[src/rtl/brk_pkg.sv]
package brk_pkg;
  typedef enum logic [1:0] {
    KIND_BRANCH = 2'd0,
    KIND_CALL   = 2'd1,
    KIND_RETURN = 2'd2,
    KIND_BAD    = 2'd3
  } kind_e;

  typedef enum logic [3:0] {
    CND_ALWAYS = 4'h0,
    CND_EQ     = 4'h1,
    CND_UGT    = 4'h2,
    CND_UGE    = 4'h3,
    CND_ANY    = 4'h4,
    CND_NE     = 4'h5,
    CND_SGT    = 4'h6,
    CND_SGE    = 4'h7,
    CND_CALL   = 4'h8,
    CND_RET    = 4'h9,
    CND_ULT    = 4'hA,
    CND_ULE    = 4'hB,
    CND_SLT    = 4'hC,
    CND_SLE    = 4'hD
  } cond_e;

  localparam logic [2:0] FLOW_CLASS = 3'b101;
endpackage

[src/rtl/brk_decode.sv]
module brk_decode
  import brk_pkg::*;
(
  input  logic [7:0] opcode,
  output kind_e      kind,
  output logic [3:0] cond,
  output logic       use_reg
);
  logic       reg_sel;
  logic [3:0] code;

  assign reg_sel = opcode[3];
  assign code    = opcode[7:4];
  assign cond    = code;
  assign use_reg = reg_sel;

  always_comb begin
    kind = KIND_BRANCH;
    if (opcode[2:0] != FLOW_CLASS) begin
      kind = KIND_BAD;
    end else begin
      unique case (code)
        4'h0:    kind = reg_sel ? KIND_BAD : KIND_BRANCH;
        4'h8:    kind = KIND_CALL;
        4'h9:    kind = reg_sel ? KIND_BAD : KIND_RETURN;
        4'hE,
        4'hF:    kind = KIND_BAD;
        default: kind = KIND_BRANCH;
      endcase
    end
  end
endmodule

[src/rtl/brk_cond_eval.sv]
module brk_cond_eval
  import brk_pkg::*;
#(
  parameter int DATA_W = 64,
  parameter int IMM_W  = 32
) (
  input  logic [3:0]        cond,
  input  logic              use_reg,
  input  logic [DATA_W-1:0] lhs,
  input  logic [DATA_W-1:0] rhs_reg,
  input  logic [IMM_W-1:0]  rhs_imm,
  output logic              hit
);
  localparam int EXT_W = DATA_W - IMM_W;

  logic [DATA_W-1:0] rhs;
  logic eq, ult, slt, any;

  assign rhs = use_reg ? rhs_reg : {{EXT_W{rhs_imm[IMM_W-1]}}, rhs_imm};
  assign eq  = (lhs == rhs);
  assign ult = (lhs < rhs);
  assign slt = ($signed(lhs) < $signed(rhs));
  assign any = |(lhs & rhs);

  always_comb begin
    unique case (cond)
      CND_ALWAYS: hit = 1'b1;
      CND_EQ:     hit = eq;
      CND_UGT:    hit = !ult && !eq;
      CND_UGE:    hit = !ult;
      CND_ANY:    hit = any;
      CND_NE:     hit = !eq;
      CND_SGT:    hit = !slt && !eq;
      CND_SGE:    hit = !slt;
      CND_ULT:    hit = ult;
      CND_ULE:    hit = ult || eq;
      CND_SLT:    hit = slt;
      CND_SLE:    hit = slt || eq;
      default:    hit = 1'b0;
    endcase
  end
endmodule

[src/rtl/brk_target_calc.sv]
module brk_target_calc #(
  parameter int SLOT_W = 32,
  parameter int OFF_W  = 16
) (
  input  logic [SLOT_W-1:0] slot,
  input  logic [OFF_W-1:0]  off,
  input  logic [SLOT_W-1:0] lo_bound,
  input  logic [SLOT_W-1:0] hi_bound,
  output logic [SLOT_W-1:0] seq_slot,
  output logic [SLOT_W-1:0] jump_slot,
  output logic              outside
);
  localparam int EW = SLOT_W + 2;

  logic signed [EW-1:0] base, step, tgt, lo_s, hi_s;

  assign base      = $signed({2'b00, slot});
  assign step      = $signed({{(EW-OFF_W){off[OFF_W-1]}}, off});
  assign lo_s      = $signed({2'b00, lo_bound});
  assign hi_s      = $signed({2'b00, hi_bound});
  assign tgt       = base + step + EW'(1);
  assign seq_slot  = slot + SLOT_W'(1);
  assign jump_slot = tgt[SLOT_W-1:0];
  assign outside   = (tgt < lo_s) || (tgt > hi_s);
endmodule

[src/rtl/branch_resolve_unit.sv]
module branch_resolve_unit
  import brk_pkg::*;
#(
  parameter int SLOT_W = 32,
  parameter int DATA_W = 64,
  parameter int IMM_W  = 32,
  parameter int OFF_W  = 16
) (
  input  logic              clk,
  input  logic              rst,
  input  logic              in_valid,
  input  logic [7:0]        in_opcode,
  input  logic [DATA_W-1:0] in_dst,
  input  logic [DATA_W-1:0] in_src,
  input  logic [IMM_W-1:0]  in_imm,
  input  logic [OFF_W-1:0]  in_off,
  input  logic [SLOT_W-1:0] in_slot,
  input  logic [SLOT_W-1:0] in_lo_bound,
  input  logic [SLOT_W-1:0] in_hi_bound,
  output logic              out_valid,
  output logic              out_taken,
  output logic [SLOT_W-1:0] out_next_slot,
  output logic              out_bad_opcode,
  output logic              out_range_err,
  output logic              out_call_req,
  output logic              out_ret_req
);
  kind_e             kind;
  logic [3:0]        cond;
  logic              use_reg, hit, outside;
  logic [SLOT_W-1:0] seq_slot, jump_slot;

  logic              nx_taken, nx_bad, nx_range, nx_call, nx_ret;
  logic [SLOT_W-1:0] nx_slot;

  brk_decode i_decode (
    .opcode  (in_opcode),
    .kind    (kind),
    .cond    (cond),
    .use_reg (use_reg)
  );

  brk_cond_eval #(.DATA_W(DATA_W), .IMM_W(IMM_W)) i_cond (
    .cond    (cond),
    .use_reg (use_reg),
    .lhs     (in_dst),
    .rhs_reg (in_src),
    .rhs_imm (in_imm),
    .hit     (hit)
  );

  brk_target_calc #(.SLOT_W(SLOT_W), .OFF_W(OFF_W)) i_target (
    .slot      (in_slot),
    .off       (in_off),
    .lo_bound  (in_lo_bound),
    .hi_bound  (in_hi_bound),
    .seq_slot  (seq_slot),
    .jump_slot (jump_slot),
    .outside   (outside)
  );

  always_comb begin
    nx_taken = 1'b0;
    nx_bad   = 1'b0;
    nx_range = 1'b0;
    nx_call  = 1'b0;
    nx_ret   = 1'b0;
    nx_slot  = in_slot;
    unique case (kind)
      KIND_BRANCH: begin
        nx_taken = hit;
        nx_range = hit && outside;
        if (!hit)         nx_slot = seq_slot;
        else if (!outside) nx_slot = jump_slot;
      end
      KIND_CALL:   nx_call = 1'b1;
      KIND_RETURN: nx_ret  = 1'b1;
      default:     nx_bad  = 1'b1;
    endcase
  end

  always_ff @(posedge clk) begin
    if (rst) begin
      out_valid      <= 1'b0;
      out_taken      <= 1'b0;
      out_next_slot  <= '0;
      out_bad_opcode <= 1'b0;
      out_range_err  <= 1'b0;
      out_call_req   <= 1'b0;
      out_ret_req    <= 1'b0;
    end else begin
      out_valid <= in_valid;
      if (in_valid) begin
        out_taken      <= nx_taken;
        out_next_slot  <= nx_slot;
        out_bad_opcode <= nx_bad;
        out_range_err  <= nx_range;
        out_call_req   <= nx_call;
        out_ret_req    <= nx_ret;
      end
    end
  end
endmodule

[config.mk]
export PLATFORM = sky130hd
export DESIGN_NAME = branch_resolve_unit
export DESIGN_NICKNAME = d
export VERILOG_FILES = /design/src/rtl/brk_pkg.sv /design/src/rtl/brk_decode.sv /design/src/rtl/brk_cond_eval.sv /design/src/rtl/brk_target_calc.sv /design/src/rtl/branch_resolve_unit.sv
export SDC_FILE = /design/constraint.sdc
export NUM_CORES = 1
export LEC_CHECK = 0
export BUFFER_PORTS_ARGS = -buffer_cell sky130_fd_sc_hd__buf_4
export CAP_MARGIN = 20
export CORE_MARGIN = 2
export CORE_UTILIZATION = 45
export CTS_CLUSTER_DIAMETER = 50
export DETAILED_ROUTE_END_ITERATION = 10
export GPL_TIMING_DRIVEN = 0
export PLACE_DENSITY = 0.82
export RECOVER_POWER = 100
export SLEW_MARGIN = 40
export SYNTH_ARGS = -nofsm -noshare
export SYNTH_HDL_FRONTEND = slang
export SYNTH_SLANG_ARGS = --single-unit
[constraint.sdc]
create_clock -name clk -period 5.45 [get_ports clk]
set_clock_uncertainty 0.2 [all_clocks]
set_input_delay 0.545 -clock clk [delete_from_list [all_inputs] [get_ports clk]]
set_output_delay 0.545 -clock clk [all_outputs]
set_load 0.02 [all_outputs]
==> impl_results.md <==
* Status: complete, no violations
* Final Slew Violations at 0
* Static Leak at 6.21 nW
* Slew margin rel. at 0.472
* Arr. time, crit path at about 5.4 ns
* Sequential fraction of the synthesis area at 0.0846
* Startpoint Class: input pin
* Pin count of the biggest net entering global routing at 21
* Vias/cell at roughly 6
* FF-to-FF Start: out_next_slot[31]
* Simple-gate portion of the synthesized area at 0.204
* H-Tree Depth at 2
* Drt pass-1 iters at 6
* CP top delay family: compound AO/OA/AOI/OAI gates
* Worst-Margin Slew at 0.785 ns
* Post-route DRC at 0
* Crit path time final at 5.41 ns
* Top FF cell, synth: dfxtp_1
* R2R Setup Slk at 4.38 ns
* Syn_area_per_cell at 7.31 um^2
* P per Cell Area at 153 mW/mm^2
* Cts hold-fix bufs at 0
* Worst EP required at 5.40 ns
* Fin nets at 2,081
* Met1 Wirelength at 12,800 um
* Root buffer cell: clkbuf_16
* Worst-Skew Late Latency at between 0.2 and 0.3 ns
* Antenna violations before repair at 2
* Number of CTS-inserted buffers at 5
* Layout overhead on the synthesized area at 37.2%
* ANT nets after route at 0
* R2R depth at 4
* CTS tree: yes
* Finished Layout Cells at roughly 1.8k
* Vias at 10.9k
* Final Hold Vio Count at 0
* Initial Util at 0.460
* Core ar. at slightly below 0.02 mm^2
* Met2 wire len at 16,400 um
* DIE WIDTH at 145 um
* Total Die Area at 0.0211 mm^2
* Remaining Overflow, GRT at 0
* WHS Path Cells at 2
* Syn Inst Count at 1,230
* Detail Route met3 WL at 3260 um
* Hold Startpoint: out_range_err
* Final setup violation count at 0
* Area leader, netlist: ha_1
* Wire per inst at 18.8 um
* Post-synthesis register bit count at 38
* Io pins at 321
* Largest cells by area after synthesis: ha_1 (31%), dfxtp_1 (8.5%), a21oi_1 (7.8%), inv_1 (6.1%), mux2i_1 (3.9%)
* Crit path capture type: flip-flop
* Worst Path Buf+Inv at 3
* Clock edge transition at the registers on the reported setup and hold paths at 0.06 ns
* Worst path slowest cell: a2111oi_2
* Mapped Area at 0.00899 mm^2
* Max IR drop VDD at 0.122 mV
* Rows at 51
* Worst path max stage delay at 0.51 ns
* Clock buffer depth at 2
* Main combinational cell family by area after synthesis: adder cells
* Yosys warnings at 0
* Worst path cell trace: buf_6, inv_4, ha_4, fa_2, nand2b_4, a21o_1, a211oi_4, nand2_1, nand2_1, xor2_1, ha_1, nand4_1, a21oi_1, a2111oi_2, a21oi_1, or3_1, o21ai_2, o211a_4, o21ai_4, buf_6, a221oi_2, nor3_1
* DP Wirelength at roughly 29,000 um
* Period utilisation layout at 0.992
* Total wire length at 34,600 um
* Critical path class: in -> reg
* Maximum fanout along the worst path at 7
* First-pass GRT wire length at around 52,000 um
* DR iter-0 viols at between 800 and 900
* Fraction of synthesized cell area in xor and xnor cells at 0.0273
* Placed cell count at 1,813
* Port-buffer cells at 318
* EDFF count, synth at 0
* R2R Path End: out_next_slot[31]
* Stages on worst setup path at 22
* Post-synthesis mux area share at 0.0415
* Compound-Gate Fraction of Synth Area at 0.248
* Vias in the first global route at 10.4k
* WHS Endpoint: out_range_err
* Die H at about 150 um
* Fmax at 0.185 GHz
* Hold slack at ~0.27 ns
* Max-cap violation count at 0
* DR top layer: met4
* Async set or reset register ratio after synthesis at 0
* Share of the synthesized area in the top cell type at 0.313
* Syn Nets at about 1.7k
* Post-synthesis adder-cell area fraction at 0.315
* Hold WC Path Type: reg -> reg
* Fill count at 1,742
* Clk sink count at 38
* Layout cells sized above 1 at 0.246
* Synth unique cells at between 70 and 80
* Final Wtd Congestion at 0.931
* Total Routing Usage GR at 0.304
[synthesized netlist by cell type, drive strengths merged, types with 3 or more instances]
| library cell | instances |
|---|---|
| nor2b | 11 |
| xor2 | 9 |
| a2111oi | 5 |
| nor3 | 42 |
| nor2 | 83 |
| nand2b | 20 |
| a221o | 4 |
| ha | 225 |
| o31ai | 13 |
| clkbuf | 25 |
| nand3 | 42 |
| nor4 | 23 |
| a21o | 21 |
| mux2i | 35 |
| buf | 13 |
| dfxtp | 38 |
| o21bai | 7 |
| nand4 | 34 |
| a32o | 5 |
| a41oi | 3 |
| inv | 147 |
| o21ai | 58 |
| a21boi | 6 |
| o22ai | 5 |
| a31oi | 14 |
| xnor2 | 19 |
| or3 | 5 |
| o211ai | 3 |
| nand2 | 76 |
| o21a | 8 |
| a311o | 3 |
| and3 | 18 |
| a211oi | 8 |
| a21oi | 141 |
| or4 | 4 |
| a211o | 6 |
| a311oi | 4 |
| a31o | 4 |
| a22oi | 3 |
| a221oi | 12 |
[how the worst max path moves through the flow]
stage                      start                 to  slack [ns]
finish                in_slot[0]   out_next_slot[3]        0.04
global route         in_slot[12]  out_next_slot[22]       -0.07
CTS                 in_opcode[3]  out_next_slot[13]       0.004
detailed placement    in_slot[0]   out_next_slot[7]       -1.15
global placement      in_slot[0]  out_next_slot[13]       -1.22
floorplan              in_off[9]   out_next_slot[7]        0.17
[cells in the final DEF, fill, tap and decap left out, types with 7 or more instances in the layout]
cell / synthesis / layout
nor2_1: 82 / 80
nand2b_1: 20 / 19
clkbuf_1: 25 / 64
ha_4: 0 / 7
buf_4: 0 / 289
nand2_1: 75 / 74
o21ai_0: 55 / 52
dfxtp_1: 38 / 38
xor2_1: 9 / 7
a31oi_1: 13 / 13
o31ai_1: 13 / 13
ha_1: 225 / 217
nand4_1: 34 / 34
nor3_1: 41 / 38
a21o_1: 21 / 21
nor2b_1: 11 / 11
a221oi_2: 0 / 8
o21a_1: 8 / 8
nand3_1: 42 / 40
xnor2_1: 19 / 14
nor4_1: 22 / 20
and3_1: 18 / 18
inv_1: 147 / 145
mux2i_1: 35 / 35
a21oi_1: 140 / 135
[stage by stage]
stage	power [mW]	setup TNS, ns	area (um^2)	worst slack (ns)	util
finish	1.88	0	12300	0.0437	0.632
global route	2.01	-1.06	12300	-0.0706	0.632
CTS	1.81	0	12200	0.00429	0.623
detailed placement	1.46	-31.21	11700	-1.15	0.600
global placement	1.43	-33.00	11700	-1.22	0.600
floorplan	1.01	0	8990	0.166	-
[area by class of cell]
cell class	instances	area, um^2	area share
Sequential cell	38	761	0.0617
Timing Repair Buffer	335	2400	0.194
Inverter	147	554	0.0449
Antenna cell	2	5.00	0.000406
Clock buffer	5	125	0.0101
Buffer	38	184	0.0149
Multi-Input combinational cell	1007	7970	0.646
Tap cell	265	332	0.0269
Clock inverter	2	10.0	0.000811
[worst register-to-register path, cell delays in order, from the launching register on]
cell,delay (ns)
dfxtp_1,0.36
o21bai_1,0.07
a31oi_1,0.15
o31ai_1,0.09
a31oi_1,0.13
[logic make-up after synthesis]
kind of cell	count (synthesis)
simple gates	367
compound gates	349
fa+ha+maj	226
buf+inv	185
flops	38
mux	37
xor+xnor	28
[metal layers]
layer,global-route usage,vias up
li1,-,5182
met1,0.344,4915
met2,0.533,636
met3,0.0618,139
met4,0.172,0
met5,0,-
[state kept, by name, summed over array words and instances (netlist names)]
register        count
out_next_slot      32
out_bad_opcode      1
out_ret_req         1
out_call_req        1
out_taken           1
out_range_err       1
out_valid           1
[repair_timing]
action                                 4_1_cts  5_1_grt
gates resized for setup                     52       41
endpoints found under the hold margin        0        0
buffers inserted                             8        6
setup endpoints to repair                   34       33
gates cloned                                 2        1
pin swaps                                    8       25
[power breakdown]
group | switching (mW) | internal [mW]
Sequential | 0.0156 | 0.298
Clock | 0.129 | 0.166
Combinational | 0.721 | 0.554
Power figures use the tool's default switching activity.
